$ cat config.mk
export PLATFORM = sky130hd
export DESIGN_NAME = alu_core
export DESIGN_NICKNAME = d
export VERILOG_FILES = /design/src/rtl/alu_pkg.sv /design/src/rtl/alu_adder.sv /design/src/rtl/alu_control.sv /design/src/rtl/alu_datapath.sv /design/src/rtl/alu_core.sv
export SDC_FILE = /design/constraint.sdc
export NUM_CORES = 1
export LEC_CHECK = 0
export ABC_AREA = 0
export CORE_MARGIN = 1
export CORE_UTILIZATION = 45
export DETAILED_ROUTE_END_ITERATION = 6
export GPL_TIMING_DRIVEN = 1
export PLACE_DENSITY = 0.72
export SLEW_MARGIN = 20
export SYNTH_ARGS = -nofsm -noshare
export SYNTH_HDL_FRONTEND = slang
export SYNTH_SLANG_ARGS = --single-unit
$ cat constraint.sdc
create_clock -name vclk -period 10.6
set_input_delay 2.12 -clock vclk [all_inputs]
set_output_delay 2.12 -clock vclk [all_outputs]
set_load 0.02 [all_outputs]
$ cat src/rtl/alu_pkg.sv
package alu_pkg;

  typedef enum logic [2:0] {
    FN_ADD  = 3'd0,
    FN_SUB  = 3'd1,
    FN_AND  = 3'd2,
    FN_OR   = 3'd3,
    FN_XOR  = 3'd4,
    FN_NOR  = 3'd5,
    FN_SLT  = 3'd6,
    FN_SLTU = 3'd7
  } aluFunc_e;

  typedef enum logic [1:0] {
    SRC_SUM   = 2'd0,
    SRC_LOGIC = 2'd1,
    SRC_CMP   = 2'd2
  } resultSrc_e;

  typedef enum logic [1:0] {
    LG_AND = 2'd0,
    LG_OR  = 2'd1,
    LG_XOR = 2'd2,
    LG_NOR = 2'd3
  } logicOp_e;

  // strobes from decoder to datapath
  typedef struct packed {
    logic       invertB;     // feed ~opB into the adder
    logic       forceCarry;  // adder carry-in tied to 1
    logic       passCarry;   // adder carry-in taken from the port
    resultSrc_e resultSrc;
    logicOp_e   logicOp;
    logic       cmpUnsigned; // compare on carry rather than sign
    logic       arithFlags;  // carry/overflow flags are meaningful
  } aluStrobes_t;

endpackage

$ cat src/rtl/alu_adder.sv
module alu_adder #(
  parameter int WIDTH        = 32,
  parameter int RIPPLE_STYLE = 0
) (
  input  logic [WIDTH-1:0] addA,
  input  logic [WIDTH-1:0] addB,
  input  logic             addCin,
  output logic [WIDTH-1:0] addSum,
  output logic             addCout
);

  generate
    if (RIPPLE_STYLE != 0) begin : g_ripple
      logic [WIDTH:0] carryChain;
      assign carryChain[0] = addCin;
      for (genvar i = 0; i < WIDTH; i++) begin : g_bit
        logic halfSum;
        assign halfSum           = addA[i] ^ addB[i];
        assign addSum[i]         = halfSum ^ carryChain[i];
        assign carryChain[i + 1] = (addA[i] & addB[i]) | (halfSum & carryChain[i]);
      end
      assign addCout = carryChain[WIDTH];
    end else begin : g_infer
      logic [WIDTH:0] wideSum;
      assign wideSum = {1'b0, addA} + {1'b0, addB} + {{WIDTH{1'b0}}, addCin};
      assign addSum  = wideSum[WIDTH-1:0];
      assign addCout = wideSum[WIDTH];
    end
  endgenerate

endmodule

$ cat src/rtl/alu_control.sv
module alu_control
  import alu_pkg::*;
(
  input  logic [2:0]  funcCode,
  output aluStrobes_t strobes
);

  always_comb begin
    strobes             = '0;
    strobes.resultSrc   = SRC_SUM;
    strobes.logicOp     = LG_AND;
    case (aluFunc_e'(funcCode))
      FN_ADD: begin
        strobes.passCarry  = 1'b1;
        strobes.arithFlags = 1'b1;
      end
      FN_SUB: begin
        strobes.invertB    = 1'b1;
        strobes.forceCarry = 1'b1;
        strobes.arithFlags = 1'b1;
      end
      FN_AND: begin
        strobes.resultSrc = SRC_LOGIC;
        strobes.logicOp   = LG_AND;
      end
      FN_OR: begin
        strobes.resultSrc = SRC_LOGIC;
        strobes.logicOp   = LG_OR;
      end
      FN_XOR: begin
        strobes.resultSrc = SRC_LOGIC;
        strobes.logicOp   = LG_XOR;
      end
      FN_NOR: begin
        strobes.resultSrc = SRC_LOGIC;
        strobes.logicOp   = LG_NOR;
      end
      FN_SLT: begin
        strobes.invertB    = 1'b1;
        strobes.forceCarry = 1'b1;
        strobes.resultSrc  = SRC_CMP;
      end
      FN_SLTU: begin
        strobes.invertB     = 1'b1;
        strobes.forceCarry  = 1'b1;
        strobes.resultSrc   = SRC_CMP;
        strobes.cmpUnsigned = 1'b1;
      end
      default: strobes = '0;
    endcase
  end

endmodule

$ cat src/rtl/alu_datapath.sv
module alu_datapath
  import alu_pkg::*;
#(
  parameter int WIDTH        = 32,
  parameter int RIPPLE_STYLE = 0
) (
  input  logic [WIDTH-1:0] opA,
  input  logic [WIDTH-1:0] opB,
  input  logic             carryIn,
  input  aluStrobes_t      strobes,
  output logic [WIDTH-1:0] result,
  output logic             flagZero,
  output logic             flagNeg,
  output logic             flagCarry,
  output logic             flagOvf
);

  localparam int MSB = WIDTH - 1;

  logic [WIDTH-1:0] effB;
  logic             effCin;
  logic [WIDTH-1:0] sumWord;
  logic             sumCout;
  logic             sumOvf;
  logic             lessThan;
  logic [WIDTH-1:0] logicWord;

  assign effB   = strobes.invertB ? ~opB : opB;
  assign effCin = strobes.forceCarry | (strobes.passCarry & carryIn);

  alu_adder #(
    .WIDTH       (WIDTH),
    .RIPPLE_STYLE(RIPPLE_STYLE)
  ) u_adder (
    .addA   (opA),
    .addB   (effB),
    .addCin (effCin),
    .addSum (sumWord),
    .addCout(sumCout)
  );

  // same-sign operands producing opposite-sign sum
  assign sumOvf = (opA[MSB] == effB[MSB]) && (sumWord[MSB] != opA[MSB]);

  // signed: corrected sign of difference; unsigned: borrow
  assign lessThan = strobes.cmpUnsigned ? ~sumCout : (sumWord[MSB] ^ sumOvf);

  always_comb begin
    case (strobes.logicOp)
      LG_AND:  logicWord = opA & opB;
      LG_OR:   logicWord = opA | opB;
      LG_XOR:  logicWord = opA ^ opB;
      default: logicWord = ~(opA | opB);
    endcase
  end

  always_comb begin
    case (strobes.resultSrc)
      SRC_LOGIC: result = logicWord;
      SRC_CMP:   result = {{(WIDTH-1){1'b0}}, lessThan};
      default:   result = sumWord;
    endcase
  end

  assign flagZero  = ~|result;
  assign flagNeg   = result[MSB];
  assign flagCarry = strobes.arithFlags & sumCout;
  assign flagOvf   = strobes.arithFlags & sumOvf;

endmodule

$ cat src/rtl/alu_core.sv
module alu_core
  import alu_pkg::*;
#(
  parameter int WIDTH        = 32,
  parameter int RIPPLE_STYLE = 0
) (
  input  logic [WIDTH-1:0] opA,
  input  logic [WIDTH-1:0] opB,
  input  logic [2:0]       funcCode,
  input  logic             carryIn,
  output logic [WIDTH-1:0] result,
  output logic             flagZero,
  output logic             flagNeg,
  output logic             flagCarry,
  output logic             flagOvf
);

  aluStrobes_t strobes;

  alu_control u_control (
    .funcCode(funcCode),
    .strobes (strobes)
  );

  alu_datapath #(
    .WIDTH       (WIDTH),
    .RIPPLE_STYLE(RIPPLE_STYLE)
  ) u_datapath (
    .opA      (opA),
    .opB      (opB),
    .carryIn  (carryIn),
    .strobes  (strobes),
    .result   (result),
    .flagZero (flagZero),
    .flagNeg  (flagNeg),
    .flagCarry(flagCarry),
    .flagOvf  (flagOvf)
  );

endmodule

==> key figures, run 1 <==
Logic synthesis
  – Area leader, netlist: ha_1
  – Count of cell types in the netlist: 74
  – Synth Cell Area: between 4000 and 5000 um^2
  – Yosys warns: 0
  – Seq/Total Area, Yosys: 0%
  – Syn Nets: 890
  – Post-Synthesis Cells: around 720
  – Post-Syn Area per Cell: ~6.8 um^2
  – Synth top area cells: ha_1, xnor2_1, o21ai_0
  – Share of the synthesized area in the top cell type: roughly a quarter

Finish
  – FFs & Latches: 0
  – Finished Core Util: around three fifths
  – Antenna diodes: 0
  – Register area: 0 um^2
  – CLK BUF: 0
  – Final nets: approximately 970
  – Area delta synth->final: 23.68%
  – Filler cells: between 1000 and 1500
  – Layout cells sized above 1: approximately 4%

Critical path
  – Critical path cell sequence: clkdlybuf4s50_1 > and2_1 > a21oi_4 > buf_6 > xnor2_1 > ha_1 > nand4_1 > a211oi_1 > nor2_1 > o211ai_1 > o311a_1 > a31oi_1 > a21boi_1 > o21ai_0 > o2bb2ai_1 > fa_1 > nand2b_1 > nand4bb_1 > nor4_1 > nand4b_1 > nor4_2 > nand4b_1 > nor3_2 > clkdlybuf4s50_1
  – Crit-path max cell delay: around 0.62 ns
  – CP max-delay cell: clkdlybuf4s50_1
  – Setup CP Type: input pin to output pin
  – Critical Path RT: between 8 and 9 ns
  – Critical Path End Type: output pin
  – CP arrival: approximately 8.2 ns
  – Critical path buffer and inverter count: 3
  – Worst-path fanout max: 21
  – CP top delay family: simple AND/OR/NAND/NOR gates
  – Critical Path Start Type: input pin

Drt
  – Met2 Wirelength: between 8 and 9 mm
  – Vias per cell: about 6.3
  – Iter 0 DRT Violations: approximately 370
  – Routed wire per std cell: between 15 and 20 um
  – Metal3 WL: between 1 and 1.5 mm
  – Met1 Wirelength: between 7 and 8 mm
  – Final ANT Viol Nets: 0
  – Top layer in use: met4
  – DRT Pass-1 Iters: 5
  – Drt total wl: 17.36 mm
  – DRC: 0
  – Via count: between 5000 and 6000

Die
  – # IOs: around 100
  – Die W: between 100 and 150 um
  – Placeable Area: 10460 um^2
  – # rows: 37
  – Full die area: around 11000 um^2
  – Initial Util: between 40 and 50%
  – Die Height: 106.4 um

Global routing
  – GRT Overall Usage: 30.04%
  – Global-route wire length before repair: between 20 and 30 mm
  – Initial antenna violation count: 0
  – Grt ovf: 0
  – Largest net degree at the start of global routing: between 40 and 50
  – Number of global-route vias before repair: 5702

STA
  – Slew @ Worst Pin: between 0.9 and 1 ns
  – RSZ-0062 raised after global routing: false
  – TNS Setup: 0 ns
  – Endpoints failing setup: 0
  – Final Hold Viols: 0
  – Post-route minimum period: ~10 ns
  – Max frequency: ~97 MHz
  – Final worst path period share: 97.68%
  – Final max-slew violation count: 0
  – Relative slew slack: 39.36%

Placed design
  – Routability cong.: about 0.96
  – HPWL Detailed: between 10 and 15 mm
  – I/O Buffers: between 100 and 150

Power
  – Total leakage power: 2.649 nW
  – Worst vdd ir: around 0.042 mV
  – PwrDens: between 90 and 100 nW/um^2

Run
  – Max_cap viols: 0

Worst hold path
  – Hold path cells: 4
  – Worst min-delay path class: input pin to output pin
  – Min-Delay Endpoint: flagCarry
  – Hold wc startpoint: funcCode[2]

Run status
  – Status: finished, final reports clean
through the flow:
step / setup slack, ns / total power [mW] / std cells / hold slack (ns) / area [um^2]
floorplan: 0.8193 / 0.3490 / 722 / 4.462 / 4908
detailed placement: 0.2675 / 0.5502 / 932 / 5.388 / 6053
CTS: 0.2189 / 0.5540 / 932 / 5.382 / 6053
global route: 0.02773 / 0.6073 / 933 / 5.462 / 6071
finish: 0.2454 / 0.5631 / 933 / 5.381 / 6071
global placement: 0.4380 / 0.5461 / 932 / 5.372 / 6053
tightest hold or removal path, stage by stage:
cell,delay [ns]
buf_2,0.11
buf_4,0.38
nor3_1,0.11
clkdlybuf4s50_1,0.52
kinds of logic (layout without fill, tap and decap cells):
family,Yosys count,in the layout,synth area share (%)
mux,1,1,0.2039
compound gates,273,273,37.37
fa+ha+maj,100,100,25.95
xor+xnor,49,49,8.743
simple gates,177,177,18.07
buf+inv,122,197,9.661
worst max path at each step:
| stage | from | endpoint | slack, ns | cells after the start |
|---|---|---|---|---|
| floorplan | funcCode[2] | flagZero | 0.82 | 26 |
| global placement | funcCode[1] | flagZero | 0.44 | 24 |
| detailed placement | funcCode[1] | flagZero | 0.27 | 24 |
| CTS | funcCode[1] | flagZero | 0.22 | 24 |
| global route | funcCode[1] | flagZero | 0.03 | 24 |
| finish | funcCode[1] | flagZero | 0.25 | 24 |
cells in the final DEF (no fill, tap or decap), types with 5 or more instances in the layout:
master,instances
nor3_1,6
nand4_1,8
a31oi_1,5
xnor2_1,40
buf_4,15
o221ai_1,18
nand2_1,54
ha_1,97
a21o_1,7
a211o_1,9
inv_1,77
nand2b_1,5
o21ai_0,67
o211ai_1,17
clkdlybuf4s50_1,103
o22ai_1,21
o21a_1,13
a211oi_1,16
a21oi_1,48
nor4_1,6
xor2_1,9
nand3_1,14
nor2_1,45
per-layer routing:
layer | track usage, % | vias up
met5 | 0 | -
met4 | 11.06 | 0
met3 | 2.146 | 47
met2 | 54.04 | 246
met1 | 37.18 | 2729
li1 | - | 2815
cell type report:
cell class | count | area, um^2 | area share [%]
inverter | 77 | 289.0 | 4.761
multi-input combinational | 600 | 4452 | 73.33
tap | 136 | 170.2 | 2.803
timing repair buffer | 120 | 1160 | 19.11
where the power goes:
part	switching, mW	internal, mW	total, mW
Clock	0	0	0
Sequential	0	0	0
Combinational	0.325	0.238	0.563
Total	0.325	0.238	0.563
synth_stat cells, types with 3 or more instances:
cell type / count
o21ai_1: 4
o21a_1: 13
buf_4: 3
o22ai_1: 21
nand2b_1: 5
fa_1: 3
a31o_2: 3
a31oi_1: 5
o21ai_0: 67
o2bb2ai_1: 4
nand4b_1: 3
nand2_1: 54
a221oi_1: 3
nand3b_1: 4
o211ai_1: 17
buf_2: 4
and2_1: 4
a211oi_1: 16
clkbuf_1: 32
buf_1: 6
nor2b_1: 3
nand4_1: 8
xnor2_1: 40
ha_1: 97
o31ai_1: 4
a211o_1: 9
or3_1: 3
o221ai_1: 18
and3_1: 4
a21o_1: 7
inv_1: 77
nor2_1: 45
xor2_1: 9
nand3_1: 14
a41oi_1: 3
a21oi_1: 49
a22o_1: 4
nor3_1: 6
nor4_1: 7
repair_timing:
action / in CTS / in global routing
gates resized for setup: 0 / 2
setup endpoints to repair: 0 / 1
hold buffers: 0 / 0
endpoints found under the hold margin: 0 / 0
buffers inserted: 0 / 1
No activity file was read; power rests on OpenSTA's default activity.
==> run 2: changes to the inputs <==
--- a/config.mk
+++ b/config.mk
@@ -9,9 +9,9 @@
 export CORE_MARGIN = 1
 export CORE_UTILIZATION = 45
 export DETAILED_ROUTE_END_ITERATION = 6
+export GPL_ROUTABILITY_DRIVEN = 1
 export GPL_TIMING_DRIVEN = 1
 export PLACE_DENSITY = 0.72
-export SLEW_MARGIN = 20
 export SYNTH_ARGS = -nofsm -noshare
 export SYNTH_HDL_FRONTEND = slang
 export SYNTH_SLANG_ARGS = --single-unit
==> results of run 2 <==
The final DEF is identical to that of run 1; final timing and power are the same.
